File: config.mk
export PLATFORM = sky130hd
export DESIGN_NAME = bus_cycle_seq
export DESIGN_NICKNAME = d
export VERILOG_FILES = /design/src/rtl/bcs_pkg.sv /design/src/rtl/bcs_fsm.sv /design/src/rtl/bcs_xfer_regs.sv /design/src/rtl/bcs_pins.sv /design/src/rtl/bus_cycle_seq.sv
export SDC_FILE = /design/constraint.sdc
export NUM_CORES = 1
export LEC_CHECK = 0
export BUFFER_PORTS_ARGS = -buffer_cell sky130_fd_sc_hd__buf_2
export CAP_MARGIN = 40
export CORE_MARGIN = 2
export CORE_UTILIZATION = 45
export CTS_BUF_LIST = sky130_fd_sc_hd__clkbuf_16
export CTS_CLUSTER_DIAMETER = 50
export DETAILED_ROUTE_END_ITERATION = 12
export PLACE_DENSITY_LB_ADDON = 0.15
export SKIP_LAST_GASP = 1
export SLEW_MARGIN = 5
export SYNTH_ARGS = -nofsm -noshare
export SYNTH_HDL_FRONTEND = slang
export SYNTH_HIERARCHICAL = 1
export SYNTH_SLANG_ARGS = --single-unit
File: constraint.sdc
create_clock -name clk -period 2.2 [get_ports clk]
set_clock_uncertainty 0.05 [all_clocks]
set_input_delay 0 -clock clk [delete_from_list [all_inputs] [get_ports clk]]
set_output_delay 0 -clock clk [all_outputs]
set_load 0.005 [all_outputs]
File: src/rtl/bcs_pkg.sv
package bcs_pkg;

  typedef enum logic [2:0] {
    ST_IDLE = 3'd0,
    ST_T1   = 3'd1,
    ST_T2   = 3'd2,
    ST_T3   = 3'd3,
    ST_TW   = 3'd4,
    ST_T4   = 3'd5
  } bcs_state_e;

  // kind bit 0: write, bit 1: I/O
  function automatic logic kind_write(input logic [1:0] k);
    return k[0];
  endfunction

  function automatic logic kind_io(input logic [1:0] k);
    return k[1];
  endfunction

  // states in which a strobe is active
  function automatic logic in_strobe(input bcs_state_e s);
    return (s == ST_T2) || (s == ST_T3) || (s == ST_TW);
  endfunction

  // states in which READY is sampled at the closing edge
  function automatic logic ready_window(input bcs_state_e s);
    return (s == ST_T3) || (s == ST_TW);
  endfunction

endpackage

File: src/rtl/bcs_fsm.sv
module bcs_fsm
  import bcs_pkg::*;
(
  input  logic       clk,
  input  logic       rst_n,
  input  logic       req_valid,
  input  logic       bus_ready,
  output bcs_state_e state,
  output logic       accept_evt,
  output logic       wait_evt,
  output logic       cap_evt
);

  bcs_state_e state_q, state_d;

  assign state      = state_q;
  assign accept_evt = req_valid && ((state_q == ST_IDLE) || (state_q == ST_T4));
  assign wait_evt   = ready_window(state_q) && !bus_ready;
  assign cap_evt    = ready_window(state_q) && bus_ready;

  always_comb begin
    state_d = state_q;
    unique case (state_q)
      ST_IDLE: if (accept_evt) state_d = ST_T1;
      ST_T1:   state_d = ST_T2;
      ST_T2:   state_d = ST_T3;
      ST_T3,
      ST_TW:   state_d = bus_ready ? ST_T4 : ST_TW;
      ST_T4:   state_d = accept_evt ? ST_T1 : ST_IDLE;
      default: state_d = ST_IDLE;
    endcase
  end

  always_ff @(posedge clk) begin
    if (!rst_n) state_q <= ST_IDLE;
    else        state_q <= state_d;
  end

  AST_WAIT_STRETCH: assert property (@(posedge clk) disable iff (!rst_n)
    wait_evt |=> (state_q == ST_TW));
  AST_T4_AFTER_READY: assert property (@(posedge clk) disable iff (!rst_n)
    cap_evt |=> (state_q == ST_T4));
  AST_T4_ENTRY: assert property (@(posedge clk) disable iff (!rst_n)
    (state_q == ST_T4) |-> ready_window($past(state_q)));
  AST_CHAIN_NO_IDLE: assert property (@(posedge clk) disable iff (!rst_n)
    ((state_q == ST_T4) && req_valid) |=> (state_q == ST_T1));
  AST_IDLE_STAYS: assert property (@(posedge clk) disable iff (!rst_n)
    ((state_q == ST_IDLE) && !req_valid) |=> (state_q == ST_IDLE));

endmodule

File: src/rtl/bcs_xfer_regs.sv
module bcs_xfer_regs #(
  parameter int AW = 20,
  parameter int DW = 16
) (
  input  logic          clk,
  input  logic          rst_n,
  input  logic          accept_evt,
  input  logic          cap_evt,
  input  logic [1:0]    req_kind,
  input  logic [AW-1:0] req_addr,
  input  logic [DW-1:0] req_wdata,
  input  logic [DW-1:0] bus_din,
  output logic [1:0]    cur_kind,
  output logic [AW-1:0] cur_addr,
  output logic [DW-1:0] cur_wdata,
  output logic [DW-1:0] rdata
);

  logic rd_capture;
  assign rd_capture = cap_evt && !bcs_pkg::kind_write(cur_kind);

  always_ff @(posedge clk) begin
    if (!rst_n) begin
      cur_kind  <= '0;
      cur_addr  <= '0;
      cur_wdata <= '0;
    end else if (accept_evt) begin
      cur_kind  <= req_kind;
      cur_addr  <= req_addr;
      cur_wdata <= req_wdata;
    end
  end

  always_ff @(posedge clk) begin
    if (!rst_n)          rdata <= '0;
    else if (rd_capture) rdata <= bus_din;
  end

  AST_RDATA_HOLD: assert property (@(posedge clk) disable iff (!rst_n)
    !rd_capture |=> $stable(rdata));
  AST_RDATA_TAKE: assert property (@(posedge clk) disable iff (!rst_n)
    rd_capture |=> (rdata == $past(bus_din)));

endmodule

File: src/rtl/bcs_pins.sv
module bcs_pins
  import bcs_pkg::*;
#(
  parameter int AW  = 20,
  parameter int IOW = 16,
  parameter int DW  = 16
) (
  input  logic          clk,
  input  logic          rst_n,
  input  bcs_state_e    state,
  input  logic [1:0]    cur_kind,
  input  logic [AW-1:0] cur_addr,
  input  logic [DW-1:0] cur_wdata,
  output logic [AW-1:0] bus_addr,
  output logic          bus_ale,
  output logic          bus_mio,
  output logic          bus_rd_n,
  output logic          bus_wr_n,
  output logic [DW-1:0] bus_dout,
  output logic          bus_doe,
  output logic          rsp_done,
  output logic          req_ready
);

  localparam logic [AW-1:0] IO_MASK = {{(AW-IOW){1'b0}}, {IOW{1'b1}}};

  function automatic logic [AW-1:0] form_addr(input logic [1:0] k, input logic [AW-1:0] a);
    return kind_io(k) ? (a & IO_MASK) : a;
  endfunction

  logic strobe_on, is_wr, active;

  assign is_wr     = kind_write(cur_kind);
  assign strobe_on = in_strobe(state);
  assign active    = (state != ST_IDLE);

  assign bus_ale   = (state == ST_T1);
  assign bus_addr  = bus_ale ? form_addr(cur_kind, cur_addr) : '0;
  assign bus_mio   = active && !kind_io(cur_kind);
  assign bus_rd_n  = !(strobe_on && !is_wr);
  assign bus_wr_n  = !(strobe_on && is_wr);
  assign bus_doe   = strobe_on && is_wr;
  assign bus_dout  = bus_doe ? cur_wdata : '0;
  assign rsp_done  = (state == ST_T4);
  assign req_ready = (state == ST_IDLE) || (state == ST_T4);

  AST_NO_DUAL_STROBE: assert property (@(posedge clk) disable iff (!rst_n)
    !(!bus_rd_n && !bus_wr_n));
  AST_ALE_QUIET_STROBE: assert property (@(posedge clk) disable iff (!rst_n)
    bus_ale |-> (bus_rd_n && bus_wr_n));
  AST_ALE_THEN_STROBE: assert property (@(posedge clk) disable iff (!rst_n)
    bus_ale |=> (!bus_rd_n || !bus_wr_n));
  AST_DONE_STROBES_OFF: assert property (@(posedge clk) disable iff (!rst_n)
    rsp_done |-> (bus_rd_n && bus_wr_n && !bus_doe));
  AST_IO_UPPER_ZERO: assert property (@(posedge clk) disable iff (!rst_n)
    (bus_ale && !bus_mio) |-> ((bus_addr & ~IO_MASK) == '0));
  AST_ALE_ONE_CLOCK: assert property (@(posedge clk) disable iff (!rst_n)
    bus_ale |=> !bus_ale);

endmodule

File: src/rtl/bus_cycle_seq.sv
module bus_cycle_seq #(
  parameter int AW  = 20,
  parameter int IOW = 16,
  parameter int DW  = 16
) (
  input  logic          clk,
  input  logic          rst_n,
  input  logic          req_valid,
  input  logic [1:0]    req_kind,
  input  logic [AW-1:0] req_addr,
  input  logic [DW-1:0] req_wdata,
  output logic          req_ready,
  input  logic          bus_ready,
  input  logic [DW-1:0] bus_din,
  output logic [AW-1:0] bus_addr,
  output logic          bus_ale,
  output logic          bus_mio,
  output logic          bus_rd_n,
  output logic          bus_wr_n,
  output logic [DW-1:0] bus_dout,
  output logic          bus_doe,
  output logic          rsp_done,
  output logic [DW-1:0] rsp_rdata
);

  bcs_pkg::bcs_state_e state;
  logic          accept_evt, wait_evt, cap_evt;
  logic [1:0]    cur_kind;
  logic [AW-1:0] cur_addr;
  logic [DW-1:0] cur_wdata;

  bcs_fsm u_fsm (
    .clk        (clk),
    .rst_n      (rst_n),
    .req_valid  (req_valid),
    .bus_ready  (bus_ready),
    .state      (state),
    .accept_evt (accept_evt),
    .wait_evt   (wait_evt),
    .cap_evt    (cap_evt)
  );

  bcs_xfer_regs #(.AW(AW), .DW(DW)) u_regs (
    .clk        (clk),
    .rst_n      (rst_n),
    .accept_evt (accept_evt),
    .cap_evt    (cap_evt),
    .req_kind   (req_kind),
    .req_addr   (req_addr),
    .req_wdata  (req_wdata),
    .bus_din    (bus_din),
    .cur_kind   (cur_kind),
    .cur_addr   (cur_addr),
    .cur_wdata  (cur_wdata),
    .rdata      (rsp_rdata)
  );

  bcs_pins #(.AW(AW), .IOW(IOW), .DW(DW)) u_pins (
    .clk       (clk),
    .rst_n     (rst_n),
    .state     (state),
    .cur_kind  (cur_kind),
    .cur_addr  (cur_addr),
    .cur_wdata (cur_wdata),
    .bus_addr  (bus_addr),
    .bus_ale   (bus_ale),
    .bus_mio   (bus_mio),
    .bus_rd_n  (bus_rd_n),
    .bus_wr_n  (bus_wr_n),
    .bus_dout  (bus_dout),
    .bus_doe   (bus_doe),
    .rsp_done  (rsp_done),
    .req_ready (req_ready)
  );

  AST_WAIT_NO_DONE: assert property (@(posedge clk) disable iff (!rst_n)
    wait_evt |=> !rsp_done);
  AST_ACCEPT_TO_ALE: assert property (@(posedge clk) disable iff (!rst_n)
    accept_evt |=> bus_ale);

endmodule

==> results of run 1 <==
stage by stage:
step	utilization (%)	setup slack, ns
5_1_grt	69.5	0.0317
3_3_place_gp	55.6	0.512
3_5_place_dp	55.6	0.478
4_1_cts	69.5	0.164
2_1_floorplan	-	0.547
6_report	69.5	0.140
registers in the layout (all words and copies together) (netlist names):
| signal | cells |
|---|---|
| u_regs/rdata | 16 |
| u_fsm/state | 3 |
| u_regs/cur_addr | 20 |
| u_regs/cur_wdata | 16 |
| u_regs/cur_kind | 2 |
power by group through the flow:
stage	logic (mW)	registers (mW)	clock network, mW
global placement	0.593	1.22	0
floorplan	0.467	1.21	0
CTS	0.678	1.20	1.31
finish	0.676	1.20	1.28
global route	0.741	1.21	1.35
detailed placement	0.603	1.22	0
layout make-up:
| cell class | count | area, sq um |
|---|---|---|
| well taps | 75 | 93.8 |
| flip-flops and latches | 57 | 1140 |
| clock buffers | 9 | 225 |
| fillers | 466 | 1780 |
| clock inverters | 6 | 51.3 |
| repair buffers | 177 | 1190 |
| multi-input cells | 204 | 1370 |
routing by layer:
| layer | up-vias | part of all wire (%) |
|---|---|---|
| li1 | 1256 | - |
| met1 | 1113 | 43 |
| met5 | - | 0 |
| met2 | 73 | 50 |
| met4 | 0 | 2.1 |
| met3 | 13 | 5.5 |
critical path, cell delays in order (launching register included):
cell,delay (ns)
dfxtp_1,0.57
or3b_1,0.67
a21boi_0,0.30
buf_2,0.15
what timing repair did:
| action | CTS | global route |
|---|---|---|
| hold endpoints to repair | 54 | 0 |
| hold buffers | 54 | 0 |
| endpoints found under the setup margin | 0 | 0 |
worst max-delay path by stage:
stage | to | startpoint | slack (ns)
global placement | u_regs/cur_wdata[6]$_SDFFE_PN0P_ | u_fsm/state[0]$_SDFFE_PN0P_ | 0.51
detailed placement | u_regs/cur_addr[3]$_SDFFE_PN0P_ | u_fsm/state[0]$_SDFFE_PN0P_ | 0.48
CTS | bus_wr_n | u_fsm/state[2]$_SDFFE_PN0P_ | 0.16
finish | bus_doe | u_fsm/state[2]$_SDFFE_PN0P_ | 0.14
global route | bus_doe | u_fsm/state[2]$_SDFFE_PN0P_ | 0.03
floorplan | u_regs/cur_addr[0]$_SDFFE_PN0P_ | u_fsm/state[0]$_SDFFE_PN0P_ | 0.55
==> impl_metrics.ini, run 1 <==
[global_route]
grt_max_degree = 74
busiest_layer = met2
grtUsageMet2_pct = 34.8
grt_usage_pct = 19.6
grt_antenna_before_repair = 0
gr-usage-met3_pct = 4.78
global_route.usage.met1_pct = 21.5
grt_pass1_wl_um = 9880
grt_pass1_vias = 2326
grt_overflow = 0

[worst_setup_path]
rr_startpoint = u_fsm/state[2]$_SDFFE_PN0P_
path_class = reg -> out
cp.required_ns = 2.15
crit_path_end_kind = primary output
worstReg2RegEnd = u_regs/rdata[13]$_SDFFE_PN0P_
critical_path.max_fanout = 19
startpoint_type = flip-flop
reg2reg_slack_ns = 0.45
r2r_cells = 6
arrival_ns = 2.01

[pwr]
p_leak_nw = 1.86
netSwitchingFraction_pct = 25.5
netSwitchingPower_uw = 807
p_seq_share_pct = 38.0
cellInternalPower_mw = 2.35
p_comb_share_pct = 21.4
ir_worst_vdd_mv = 0.517
power_mw = 3.16
clock_power_share_pct = 40.6
p_per_area_nw_per_um2 = 776

[final_layout]
antenna_cells = 0
finalInstanceArea_sq_um = 4070
final_layout_size_suffix_gt1_share_pct = 30.9
final_cell_mix = 116 x buf_2, 57 x dfxtp_1, 55 x mux2i_1
layout_commonest_cell = buf_2
stdcell_count = 528
syn_to_final_growth_pct = 52.0
nets = 507

[place]
dpl-instance-area_sq_um = 3250
io_buffers = 116
gp_congestion = 0.744
dpl.hpwl_um = 3650
dp.cells = 459

[clock_tree]
cts_setup_buffers = 0
htree_levels = 3
cts_resized = 0
cts_made_buffers = 9
cts.sinks = 57
clk_pin_slew_ns = 0.05
clk_path_buf_depth = 2
clock-root-buffer = clkbuf_16
insertion_delay_ns = 0.31
cts_tree = done

[worst_hold_path]
holdCritStartpoint = bus_ready
whs_path_depth = 4
min_to = u_fsm/state[0]$_SDFFE_PN0P_
min_path_type = in -> reg

[synthesis]
netlist_area_sq_um = 2680
ys_warn_count = 6
synth_cells = 283
avgSynthCellArea_sq_um = 9.46
syn_nets = 341

[sta]
finalHoldViolCount = 0
max_freq_ghz = 0.485
rsz0062_at_grt = no
relSlewSlack_pct = 58.8
setup_viol = 0
worst_pin_slew_ns = 0.618
report.final.slew_viol_count = 0
min_period_ns = 2.06
finalSetupTns_ns = 0
min_period_over_period_pct = 93.7
whs_ns = 0.0579

[route]
wire_per_inst_um = 12.0
drt-vias-per-instance = 4.65
antenna_left = 0
drt_pass1_iterations = 4
finalWirelength_um = 6350
drc_errors = 0
num_vias = 2455
drt_iter0_drc = 108

[die]
start_util_pct = 45.7
rows = 28
ios = 117
die_w_um = 81.1
die-area_sq_um = 6580
die-height_um = 81.1
core_area_sq_um = 5850

[outcome]
status = finished, final reports clean

[job]
maxCapViolCount = 0
No activity file was read; power rests on OpenSTA's default activity.
==> run 2: changes to the inputs <==
--- a/config.mk
+++ b/config.mk
@@ -8,11 +8,11 @@
 export BUFFER_PORTS_ARGS = -buffer_cell sky130_fd_sc_hd__buf_2
 export CAP_MARGIN = 40
 export CORE_MARGIN = 2
-export CORE_UTILIZATION = 45
+export CORE_UTILIZATION = 47
 export CTS_BUF_LIST = sky130_fd_sc_hd__clkbuf_16
 export CTS_CLUSTER_DIAMETER = 50
 export DETAILED_ROUTE_END_ITERATION = 12
-export PLACE_DENSITY_LB_ADDON = 0.15
+export PLACE_DENSITY_LB_ADDON = 0.1
 export SKIP_LAST_GASP = 1
 export SLEW_MARGIN = 5
 export SYNTH_ARGS = -nofsm -noshare
==> run 2 against run 1 <==
Effect of this change: core utilization up 4.5 points; flip-flop and latch count unchanged; sequential power about the same; hold slack worse by 0.026 ns; die area down 4.1%; via count down 1.1%; critical path depth unchanged; total power up 0.95%; critical endpoint is now bus_wr_n; highest routed layer unchanged.
==> impl_metrics.ini, run 2 (same netlist as run 1, synthesis figures left out) <==
[place]
dpl.hpwl_um = 3780
gp_congestion = 0.774
pre_cts_ws_ns = 0.385
io_buffers = 116

[sta]
setup_viol = 0
rsz0062_at_grt = no
finalHoldViolCount = 0
relSlewSlack_pct = 60.1
min_period_over_period_pct = 93.8
worst_pin_slew_ns = 0.591
min_period_ns = 2.06
worst_slack_ns = 0.137
max_freq_ghz = 0.485
finalSetupTns_ns = 0
report.final.slew_viol_count = 0

[job]
maxCapViolCount = 0

[final_layout]
final_layout_size_suffix_gt1_share_pct = 31.3
layout_commonest_cell = buf_2
reg_top3 = u_regs/cur_addr: 20 flops, u_regs/cur_wdata: 16 flops, u_regs/rdata: 16 flops
nets = 507
regMostFlops = u_regs/cur_addr
syn_to_final_growth_pct = 52.3
antenna_cells = 0
largest_reg_flops = 20
final_cell_mix = 116 x buf_2, 57 x dfxtp_1, 55 x mux2i_1

[worst_setup_path]
crit_path_end_kind = primary output
critPathLaunch = u_fsm/state[2]$_SDFFE_PN0P_
r2r_cells = 5
cp.required_ns = 2.15
path_class = reg -> out
startpoint_type = flip-flop
rr_startpoint = u_fsm/state[2]$_SDFFE_PN0P_
worstReg2RegEnd = u_regs/cur_wdata[9]$_SDFFE_PN0P_
reg2reg_slack_ns = 0.30
arrival_ns = 2.01
critical_path.max_fanout = 19

[route]
drt_iter0_drc = 115
drt-vias-per-instance = 4.62
antenna_left = 0
finalWirelength_um = 6410
drt_pass1_iterations = 4
num_vias = 2429
wire_per_inst_um = 12.2
drc_errors = 0

[clock_tree]
clk_path_buf_depth = 2
insertion_delay_ns = 0.32
clk_pin_slew_ns = 0.05
cts_tree = done
cts_made_buffers = 9
cts.sinks = 57
htree_levels = 3
cts_resized = 0
clock-root-buffer = clkbuf_16

[die]
core_area_sq_um = 5510
die-area_sq_um = 6310
die-height_um = 79.5
rows = 27
die_w_um = 79.5
ios = 117
start_util_pct = 48.6

[worst_hold_path]
whs_path_depth = 4
min_to = u_fsm/state[0]$_SDFFE_PN0P_
min_path_type = in -> reg
holdCritStartpoint = bus_ready

[pwr]
p_per_area_nw_per_um2 = 782
ir_worst_vdd_mv = 0.513
p_leak_nw = 1.86

[global_route]
grt_pass1_vias = 2283
grt_antenna_before_repair = 0
grt_pass1_wl_um = 9980
grt_usage_pct = 20.2
grt_overflow = 0
grt_max_degree = 40

[outcome]
status = finished, final reports clean
[run 2: cell count changes in the layout (fill, tap and decap cells not counted)]
cell,change
clkinv_1,-1
clkinvlp_4,+2
[run 2: worst max-delay path by stage]
stage                                                  end  slack, ns  cells after the start
final                                             bus_wr_n       0.14                      3
after CTS                                         bus_wr_n       0.16                      3
after global placement    u_regs/cur_addr[18]$_SDFFE_PN0P_       0.48                      5
after global routing                               bus_doe       0.06                      3
after detailed placement  u_regs/cur_wdata[9]$_SDFFE_PN0P_       0.38                      5
after floorplan            u_regs/cur_addr[0]$_SDFFE_PN0P_       0.55                      7
[run 2: cell type report]
| cell class | instances | area [sq um] |
|---|---|---|
| flip-flops and latches | 57 | 1140 |
| clock inverters | 7 | 62.6 |
| clock buffers | 9 | 225 |
| well taps | 72 | 90.1 |
| repair buffers | 177 | 1190 |
| fillers | 400 | 1430 |
| multi-input cells | 204 | 1370 |
[run 2: per-layer routing]
metal / global-route usage (%) / part of all wire, % / vias up
li1: - / - / 1259
met1: 23.7 / 47 / 1080
met2: 33.9 / 46 / 77
met3: 4.86 / 5.2 / 13
met4: 10.7 / 2.1 / 0
met5: 0 / 0 / -
[run 2: critical path, cell delays in order, from the launching register on]
cell and delay, ns:
dfxtp_1 0.59, or3b_1 0.67, a21bo_2 0.30, buf_2 0.12
[run 2: repair_timing]
| item | in CTS | in global routing |
|---|---|---|
| buffers inserted | 0 | 0 |
| hold endpoints to repair | 54 | 0 |
| hold buffers | 54 | 0 |
[run 2: stage by stage]
stage | hold slack [ns] | utilization [%] | instances | cell area [sq um] | power, mW
2_1_floorplan | 0.0717 | - | 283 | 2680 | 1.67
3_3_place_gp | 0.197 | 59.0 | 456 | 3250 | 1.80
3_5_place_dp | 0.205 | 59.0 | 456 | 3250 | 1.81
4_1_cts | 0.0278 | 74.0 | 526 | 4080 | 3.21
5_1_grt | 0.0691 | 74.0 | 526 | 4080 | 3.33
6_report | 0.0318 | 74.0 | 526 | 4080 | 3.19
[run 2: report_power, final]
group / internal [mW] / switching, mW
logic: 0.358 / 0.302
clock network: 0.861 / 0.459
registers: 1.14 / 0.0738
total: 2.35 / 0.835
